$ cat config.mk
export PLATFORM = sky130hd
export DESIGN_NAME = cmd_shift_rx
export DESIGN_NICKNAME = d
export VERILOG_FILES = /design/src/rtl/cmd_shift_pkg.sv /design/src/rtl/cmd_sync.sv /design/src/rtl/cmd_edge.sv /design/src/rtl/cmd_shift_core.sv /design/src/rtl/cmd_dout_stage.sv /design/src/rtl/cmd_shift_rx.sv
export SDC_FILE = /design/constraint.sdc
export NUM_CORES = 1
export LEC_CHECK = 0
export ABC_CLOCK_PERIOD_IN_PS = 3500
export BUFFER_PORTS_ARGS = -buffer_cell sky130_fd_sc_hd__buf_2
export CORE_MARGIN = 2
export CORE_UTILIZATION = 45
export CTS_BUF_LIST = sky130_fd_sc_hd__clkbuf_4
export DETAILED_ROUTE_END_ITERATION = 7
export PLACE_DENSITY = 0.72
export SYNTH_ARGS = -nofsm -noshare
export SYNTH_HDL_FRONTEND = slang
export SYNTH_SLANG_ARGS = --single-unit
$ cat constraint.sdc
create_clock -name clk -period 3.5 [get_ports clk]
set_input_delay 0.7 -clock clk [delete_from_list [all_inputs] [get_ports clk]]
set_output_delay 0.7 -clock clk [all_outputs]
set_load 0.05 [all_outputs]
$ cat src/rtl/cmd_shift_pkg.sv
package cmd_shift_pkg;

  localparam int CMD_W       = 12;
  localparam int SYNC_DEPTH  = 2;

  typedef enum logic {
    PHASE_FALL = 1'b0,
    PHASE_RISE = 1'b1
  } dout_phase_e;

  localparam dout_phase_e PHASE_AT_RESET = PHASE_RISE;

endpackage

$ cat src/rtl/cmd_sync.sv
module cmd_sync #(
  parameter int               WIDTH   = 3,
  parameter int               STAGES  = 2,
  parameter logic [WIDTH-1:0] RST_VAL = '0
) (
  input  logic             clk,
  input  logic             rst_n,
  input  logic [WIDTH-1:0] async_i,
  output logic [WIDTH-1:0] sync_o
);

  genvar g;
  generate
    for (g = 0; g < WIDTH; g++) begin : g_bit
      logic [STAGES-1:0] chain;
      always_ff @(posedge clk or negedge rst_n) begin
        if (!rst_n) chain <= {STAGES{RST_VAL[g]}};
        else        chain <= {chain[STAGES-2:0], async_i[g]};
      end
      assign sync_o[g] = chain[STAGES-1];
    end
  endgenerate

endmodule

$ cat src/rtl/cmd_edge.sv
module cmd_edge #(
  parameter logic RST_VAL = 1'b0
) (
  input  logic clk,
  input  logic rst_n,
  input  logic level_i,
  output logic rise_o,
  output logic fall_o
);

  logic prev_q;

  always_ff @(posedge clk or negedge rst_n) begin
    if (!rst_n) prev_q <= RST_VAL;
    else        prev_q <= level_i;
  end

  assign rise_o = level_i & ~prev_q;
  assign fall_o = ~level_i & prev_q;

endmodule

$ cat src/rtl/cmd_shift_core.sv
module cmd_shift_core #(
  parameter int WORD_W = 12
) (
  input  logic              clk,
  input  logic              rst_n,
  input  logic              sample_en,
  input  logic              commit_en,
  input  logic              din_bit,
  output logic              msb_o,
  output logic              spill_o,
  output logic [WORD_W-1:0] word_o,
  output logic              word_valid_o
);

  function automatic logic [WORD_W-1:0] push_bit(input logic [WORD_W-1:0] cur,
                                                 input logic b);
    return {cur[WORD_W-2:0], b};
  endfunction

  function automatic logic oldest_bit(input logic [WORD_W-1:0] cur);
    return cur[WORD_W-1];
  endfunction

  logic [WORD_W-1:0] shreg_q;
  logic              spill_q;

  always_ff @(posedge clk or negedge rst_n) begin
    if (!rst_n) begin
      shreg_q <= '0;
      spill_q <= 1'b0;
    end else if (sample_en) begin
      shreg_q <= push_bit(shreg_q, din_bit);
      spill_q <= oldest_bit(shreg_q);
    end
  end

  always_ff @(posedge clk or negedge rst_n) begin
    if (!rst_n) begin
      word_o       <= '0;
      word_valid_o <= 1'b0;
    end else begin
      word_valid_o <= commit_en;
      if (commit_en) word_o <= shreg_q;
    end
  end

  assign msb_o   = oldest_bit(shreg_q);
  assign spill_o = spill_q;

endmodule

$ cat src/rtl/cmd_dout_stage.sv
module cmd_dout_stage
  import cmd_shift_pkg::*;
(
  input  logic clk,
  input  logic rst_n,
  input  logic rise_en,
  input  logic fall_en,
  input  logic msb_i,
  input  logic spill_i,
  input  logic set_mode_valid,
  input  logic set_mode,
  output logic mode_o,
  output logic dout_o
);

  dout_phase_e phase_q;

  always_ff @(posedge clk or negedge rst_n) begin
    if (!rst_n)              phase_q <= PHASE_AT_RESET;
    else if (set_mode_valid) phase_q <= dout_phase_e'(set_mode);
  end

  always_ff @(posedge clk or negedge rst_n) begin
    if (!rst_n) begin
      dout_o <= 1'b0;
    end else if (phase_q == PHASE_RISE) begin
      if (rise_en) dout_o <= msb_i;
    end else begin
      if (fall_en) dout_o <= spill_i;
    end
  end

  assign mode_o = phase_q;

endmodule

$ cat src/rtl/cmd_shift_rx.sv
module cmd_shift_rx
  import cmd_shift_pkg::*;
#(
  parameter int WORD_W     = CMD_W,
  parameter int SYNC_STAGE = SYNC_DEPTH
) (
  input  logic              clk,
  input  logic              rst_n,
  input  logic              sclk_i,
  input  logic              cs_n_i,
  input  logic              din_i,
  input  logic              set_mode_valid,
  input  logic              set_mode,
  output logic              word_valid,
  output logic [WORD_W-1:0] word,
  output logic              dout
);

  localparam int PIN_N = 3;
  localparam logic [PIN_N-1:0] PIN_IDLE = 3'b010;

  logic [PIN_N-1:0] pins_s;
  logic sclk_s, cs_s, din_s;
  logic sclk_rise, sclk_fall, cs_rise, cs_fall;
  logic frame_active;
  logic shift_en, out_rise_en, out_fall_en;
  logic msb, spill;
  logic mode_q;

  cmd_sync #(.WIDTH(PIN_N), .STAGES(SYNC_STAGE), .RST_VAL(PIN_IDLE)) u_sync (
    .clk(clk), .rst_n(rst_n),
    .async_i({din_i, cs_n_i, sclk_i}),
    .sync_o(pins_s)
  );

  assign sclk_s = pins_s[0];
  assign cs_s   = pins_s[1];
  assign din_s  = pins_s[2];

  cmd_edge #(.RST_VAL(1'b0)) u_sclk_edge (
    .clk(clk), .rst_n(rst_n), .level_i(sclk_s),
    .rise_o(sclk_rise), .fall_o(sclk_fall)
  );

  cmd_edge #(.RST_VAL(1'b1)) u_cs_edge (
    .clk(clk), .rst_n(rst_n), .level_i(cs_s),
    .rise_o(cs_rise), .fall_o(cs_fall)
  );

  always_ff @(posedge clk or negedge rst_n) begin
    if (!rst_n)       frame_active <= 1'b0;
    else if (cs_fall) frame_active <= 1'b1;
    else if (cs_rise) frame_active <= 1'b0;
  end

  assign shift_en    = sclk_rise & frame_active;
  assign out_rise_en = sclk_rise & frame_active;
  assign out_fall_en = sclk_fall & frame_active;

  cmd_shift_core #(.WORD_W(WORD_W)) u_core (
    .clk(clk), .rst_n(rst_n),
    .sample_en(shift_en), .commit_en(cs_rise), .din_bit(din_s),
    .msb_o(msb), .spill_o(spill),
    .word_o(word), .word_valid_o(word_valid)
  );

  cmd_dout_stage u_dout (
    .clk(clk), .rst_n(rst_n),
    .rise_en(out_rise_en), .fall_en(out_fall_en),
    .msb_i(msb), .spill_i(spill),
    .set_mode_valid(set_mode_valid), .set_mode(set_mode),
    .mode_o(mode_q), .dout_o(dout)
  );

endmodule

; ---- Word level (Yosys, flattened, before mapping)
; Cells that the tools add are included.
[totals]
elab_cells = 31
inputBits = 7
regBits = 37
output_inout_bits = 14
[op_classes]
eq_ne = 1
mux = 5
bitwise = 10
reduce_logical = 3
[op_table]
columns = operator, count
row1 = $and 1x1->1, 6
row2 = $mux 1, 5
row3 = $not 1->1, 4
row4 = $reduce_bool 2->1, 2
row5 = $ne 2x2->1 const B, 1
row6 = $reduce_and 2->1, 1

; ---- Longest topological paths before layout
[logic_depth]
depth_word = 5
depth_mapped = 4
ltp_nobuf = 3

; ---- Cells and area by module
; Synthesis repeated with hierarchy kept, for this count alone.
[hier_totals]
cells_unflattened = 79
area_unflattened_um2 = 1395.1
[by_module_without_submodules]
columns = module, cells_per_inst, seq_area_each_um2, area_each_um2, instances
row1 = cmd_shift_core, 53, 650.6, 992.2, 1
row2 = cmd_sync, 9, 152.6, 175.2, 1
row3 = cmd_dout_stage, 6, 51.3, 96.3, 1
row4 = cmd_shift_rx, 5, 25.0, 50.0, 1
row5 = cmd_edge (u_cs_edge), 3, 26.3, 41.3, 1
row6 = cmd_edge (u_sclk_edge), 3, 25.0, 40.0, 1

; ---- Least setup slack after synthesis
; Ideal clock, no wire load.
[synth_path]
path_kind = register to register
from = reg u_sync.g_bit[1].chain[1]
to = reg u_core.word_o[2]
required_ns = 3.375
slack_ns = 2.103
stages_incl_launch_ff = 4
n_path_buf = 1
arrival_time_ns = 1.273
path_cell_list = dfstp_2 ha_1 buf_2 mux2_2
[synth_between]
elab_chain_cells = 1
[synth_lines]
columns = element, line_no
row1 = "start, declared", cmd_sync.sv:15  ; logic [STAGES-1:0] chain;
row2 = "start signal, assigned", cmd_sync.sv:17  ; if (!rst_n) chain <= {STAGES{RST_VAL[g]}};
row3 = "start signal, assigned", cmd_sync.sv:18  ; else chain <= {chain[STAGES-2:0], async_i[g]};
row4 = $and 1x1->1, cmd_edge.sv:18  ; assign rise_o = level_i & ~prev_q;
row5 = net cs_rise, cmd_shift_rx.sv:24  ; logic sclk_rise, sclk_fall, cs_rise, cs_fall;
row6 = "end signal, assigned", cmd_shift_core.sv:43  ; if (commit_en) word_o <= shreg_q;
row7 = "end, declared", cmd_shift_core.sv:11  ; output logic [WORD_W-1:0] word_o,
; The timed path passes the listed nets, and every way through them passes these cells.
; A chain may end at the register's enable or synchronous reset.

; ---- Final worst setup path
[layout_path]
from = reg u_core.word_o[1]
to = out word[1]
[layout_lines]
columns = element, line_no
row1 = "end, declared", cmd_shift_rx.sv:15  ; output logic [WORD_W-1:0] word,
; No word-level cell between the ends.

==> flow_summary.json <==
{
  "status": "complete, no violations",
  "hold_buffers": 0,
  "path_buf_inv": 1,
  "crit_cells": 1,
  "grt_setup_unrepaired": "no",
  "relSlewSlack_pct": 49.53,
  "port_buffers": 20,
  "die_x_um": 59.43,
  "dieArea_um2": 3532,
  "drt-total-wl_um": 1876,
  "core_um2": 2978,
  "p_seq_share_pct": 54.6,
  "setup_violations": 0,
  "slowest_stage": "dfrtp_1",
  "final_cell_mix": "dfrtp_1 (33), buf_2 (20), mux2_4 (10), mux2_1 (10), mux2_2 (9)",
  "finClkSkew_ns": 0.01315,
  "netlist_instances": 76,
  "finalHoldViolations": 0,
  "preCtsSetupSlack_ns": 1.880,
  "maxSlewViolCount": 0,
  "rrSetupSlack_ns": 1.91,
  "cts_made_buffers": 5,
  "fp-row-count": 20,
  "ir_drop_v": 0.0003437,
  "gp_congestion": 0.6700,
  "nets": 110,
  "fmax_ghz": 0.5966,
  "period_minus_slack_ns": 1.676,
  "timing.reg2reg.worst_path_depth": 2,
  "holdWs_ns": 0.3579,
  "drc": 0,
  "ys_seq_area_share_pct": 67.33,
  "fin_area_um2": 1564,
  "power_density_nw_per_um2": 621.2,
  "fin_tns_setup_ns": 0,
  "synth_cell_types": 13,
  "drt_iter0_drc": 11,
  "post-cts-setup-buffers": 0,
  "first_global_vias": 671,
  "die_h_um": 59.43,
  "layout-drive-gt1-share_pct": 50.98,
  "cp_max_fo": 2,
  "synth_top_cell_by_area": "dfrtp_1",
  "maxCapViolations": 0,
  "power.internal_mw": 0.6694,
  "cp.required_ns": 2.80,
  "clkPwrFrac_pct": 22.4,
  "post_cts_resized": 0,
  "antenna_found_initial": 0,
  "diodes": 0,
  "fin_crit_sh_pct": 47.89,
  "synth_top_area_share_pct": 59.73,
  "cts_tree": "yes",
  "wl_per_cell_um": 13.90,
  "place_hpwl_um": 1235,
  "drt_pass1_iterations": 3,
  "max_slew.worst_pin.slew_ns": 0.7570,
  "start_kind": "flop",
  "grt_max_degree": 38,
  "switchingPower_mw": 0.3022,
  "vias": 683,
  "clock_path_buffers": 2,
  "globalRouteTotalUtil_pct": 12.83,
  "crit_chain": "buf_2",
  "fin_util_pct": 52.52,
  "crit_family": "flip-flops",
  "cp-endpoint": "word[1]",
  "worstSetupStartpoint": "u_core.word_o[1]",
  "place_area_um2": 1508,
  "grt_pass1_wl_um": 2987,
  "r2r_start": "u_sync.g_bit[1].chain[1]",
  "yosys_register_bits": 37,
  "swShare_pct": 31.10,
  "antenna_left": 0,
  "cts_root_buf": "clkbuf_4",
  "final_common_cell": "dfrtp_1",
  "avgSynthCellArea_um2": 18.19,
  "clk_latency_ns": 0.33,
  "cts.sinks": 37,
  "start_util_pct": 46.43,
  "crit_arrival_ns": 0.98,
  "yosysWarnings": 0,
  "ios": 21,
  "syn_nets": 85,
  "hold_class": "flop to flop",
  "grt-ovfl-total": 0,
  "path_clk_slew_ns": 0.11,
  "cts_max_level": 2,
  "path_class": "flop to primary output",
  "syn_to_final_growth_pct": 13.12,
  "drt-vias-per-instance": 5.059,
  "synth_area_leaders": "dfrtp_1 (60%), mux2_4 (11%), mux2_1 (8.1%)",
  "syn_area_um2": 1383,
  "power_leakage_nw": 0.8542,
  "endpoint_kind": "primary output",
  "critical_path.max_stage_delay_ns": 0.37,
  "regToRegEndpoint": "u_core.word_o[2]",
  "setup_slack_ns": 1.824,
  "p_comb_share_pct": 23.0
}
==> through the flow <==
stage / std cells / power [mW]
2_1_floorplan: 76 / 0.7074
4_1_cts: 135 / 0.9877
5_1_grt: 135 / 1.027
3_3_place_gp: 127 / 0.7603
3_5_place_dp: 127 / 0.7649
6_report: 135 / 0.9716
==> sequential cells by signal, summed over array words and instances, names as in the netlist <==
register / flops
frame_active: 1
u_core.shreg_q: 12
u_core.spill_o: 1
u_core.word_o: 12
u_core.word_valid_o: 1
u_cs_edge.prev_q: 1
u_dout.dout_o: 1
u_dout.mode_o: 1
u_sclk_edge.prev_q: 1
u_sync.g_bit.chain: 6
==> cell type report <==
| cell class | instances | area [um2] |
|---|---|---|
| clock buffers | 7 | 52.55 |
| clock inverters | 1 | 3.754 |
| fillers | 239 | 1414 |
| inverters | 2 | 7.507 |
| multi-input cells | 35 | 427.9 |
| flip-flops and latches | 37 | 930.9 |
| well taps | 33 | 41.29 |
| repair buffers | 20 | 100.1 |
==> power by group through the flow <==
| stage | clock, mW | sequential [mW] | combinational [mW] |
|---|---|---|---|
| floorplan | 0 | 0.627 | 0.0808 |
| global placement | 0 | 0.538 | 0.222 |
| detailed placement | 0 | 0.539 | 0.226 |
| CTS | 0.229 | 0.531 | 0.227 |
| global route | 0.252 | 0.539 | 0.236 |
| finish | 0.217 | 0.530 | 0.224 |
==> per-layer routing <==
layer / up-vias / wire length [um] / track usage [%]
met4: 0 / 29 / 8.766
met1: 354 / 752 / 13.42
met5: - / 0 / 0
met2: 13 / 1001 / 19.47
li1: 314 / - / -
met3: 2 / 92 / 7.205
==> Yosys cell counts <==
master,instances
mux2_2,9
inv_1,2
ha_1,2
buf_2,1
a31oi_1,1
buf_6,1
dfrtp_1,33
nor2b_4,1
and4bb_1,1
mux2_1,10
mux2_4,10
nand2_2,1
dfstp_2,4
==> worst min path at each step <==
stage	endpoint	cells past startpoint	slack [ns]	start
floorplan	u_sync.g_bit[0].chain[1]	0	0.33	u_sync.g_bit[0].chain[0]
global placement	u_sync.g_bit[0].chain[1]	0	0.33	u_sync.g_bit[0].chain[0]
detailed placement	u_sync.g_bit[0].chain[1]	0	0.34	u_sync.g_bit[0].chain[0]
CTS	u_sync.g_bit[0].chain[1]	0	0.36	u_sync.g_bit[0].chain[0]
global route	u_sync.g_bit[0].chain[1]	0	0.36	u_sync.g_bit[0].chain[0]
finish	u_sync.g_bit[0].chain[1]	0	0.36	u_sync.g_bit[0].chain[0]
==> cells by family after synthesis <==
group	synth area share [%]
AND/OR/NAND/NOR	2.353
multiplexers	26.33
buffers and inverters	1.719
AO/OA/AOI/OAI	0.4528
flip-flops	67.33
adder cells (fa/ha/maj)	1.810
(Power assumes the default switching activity.)
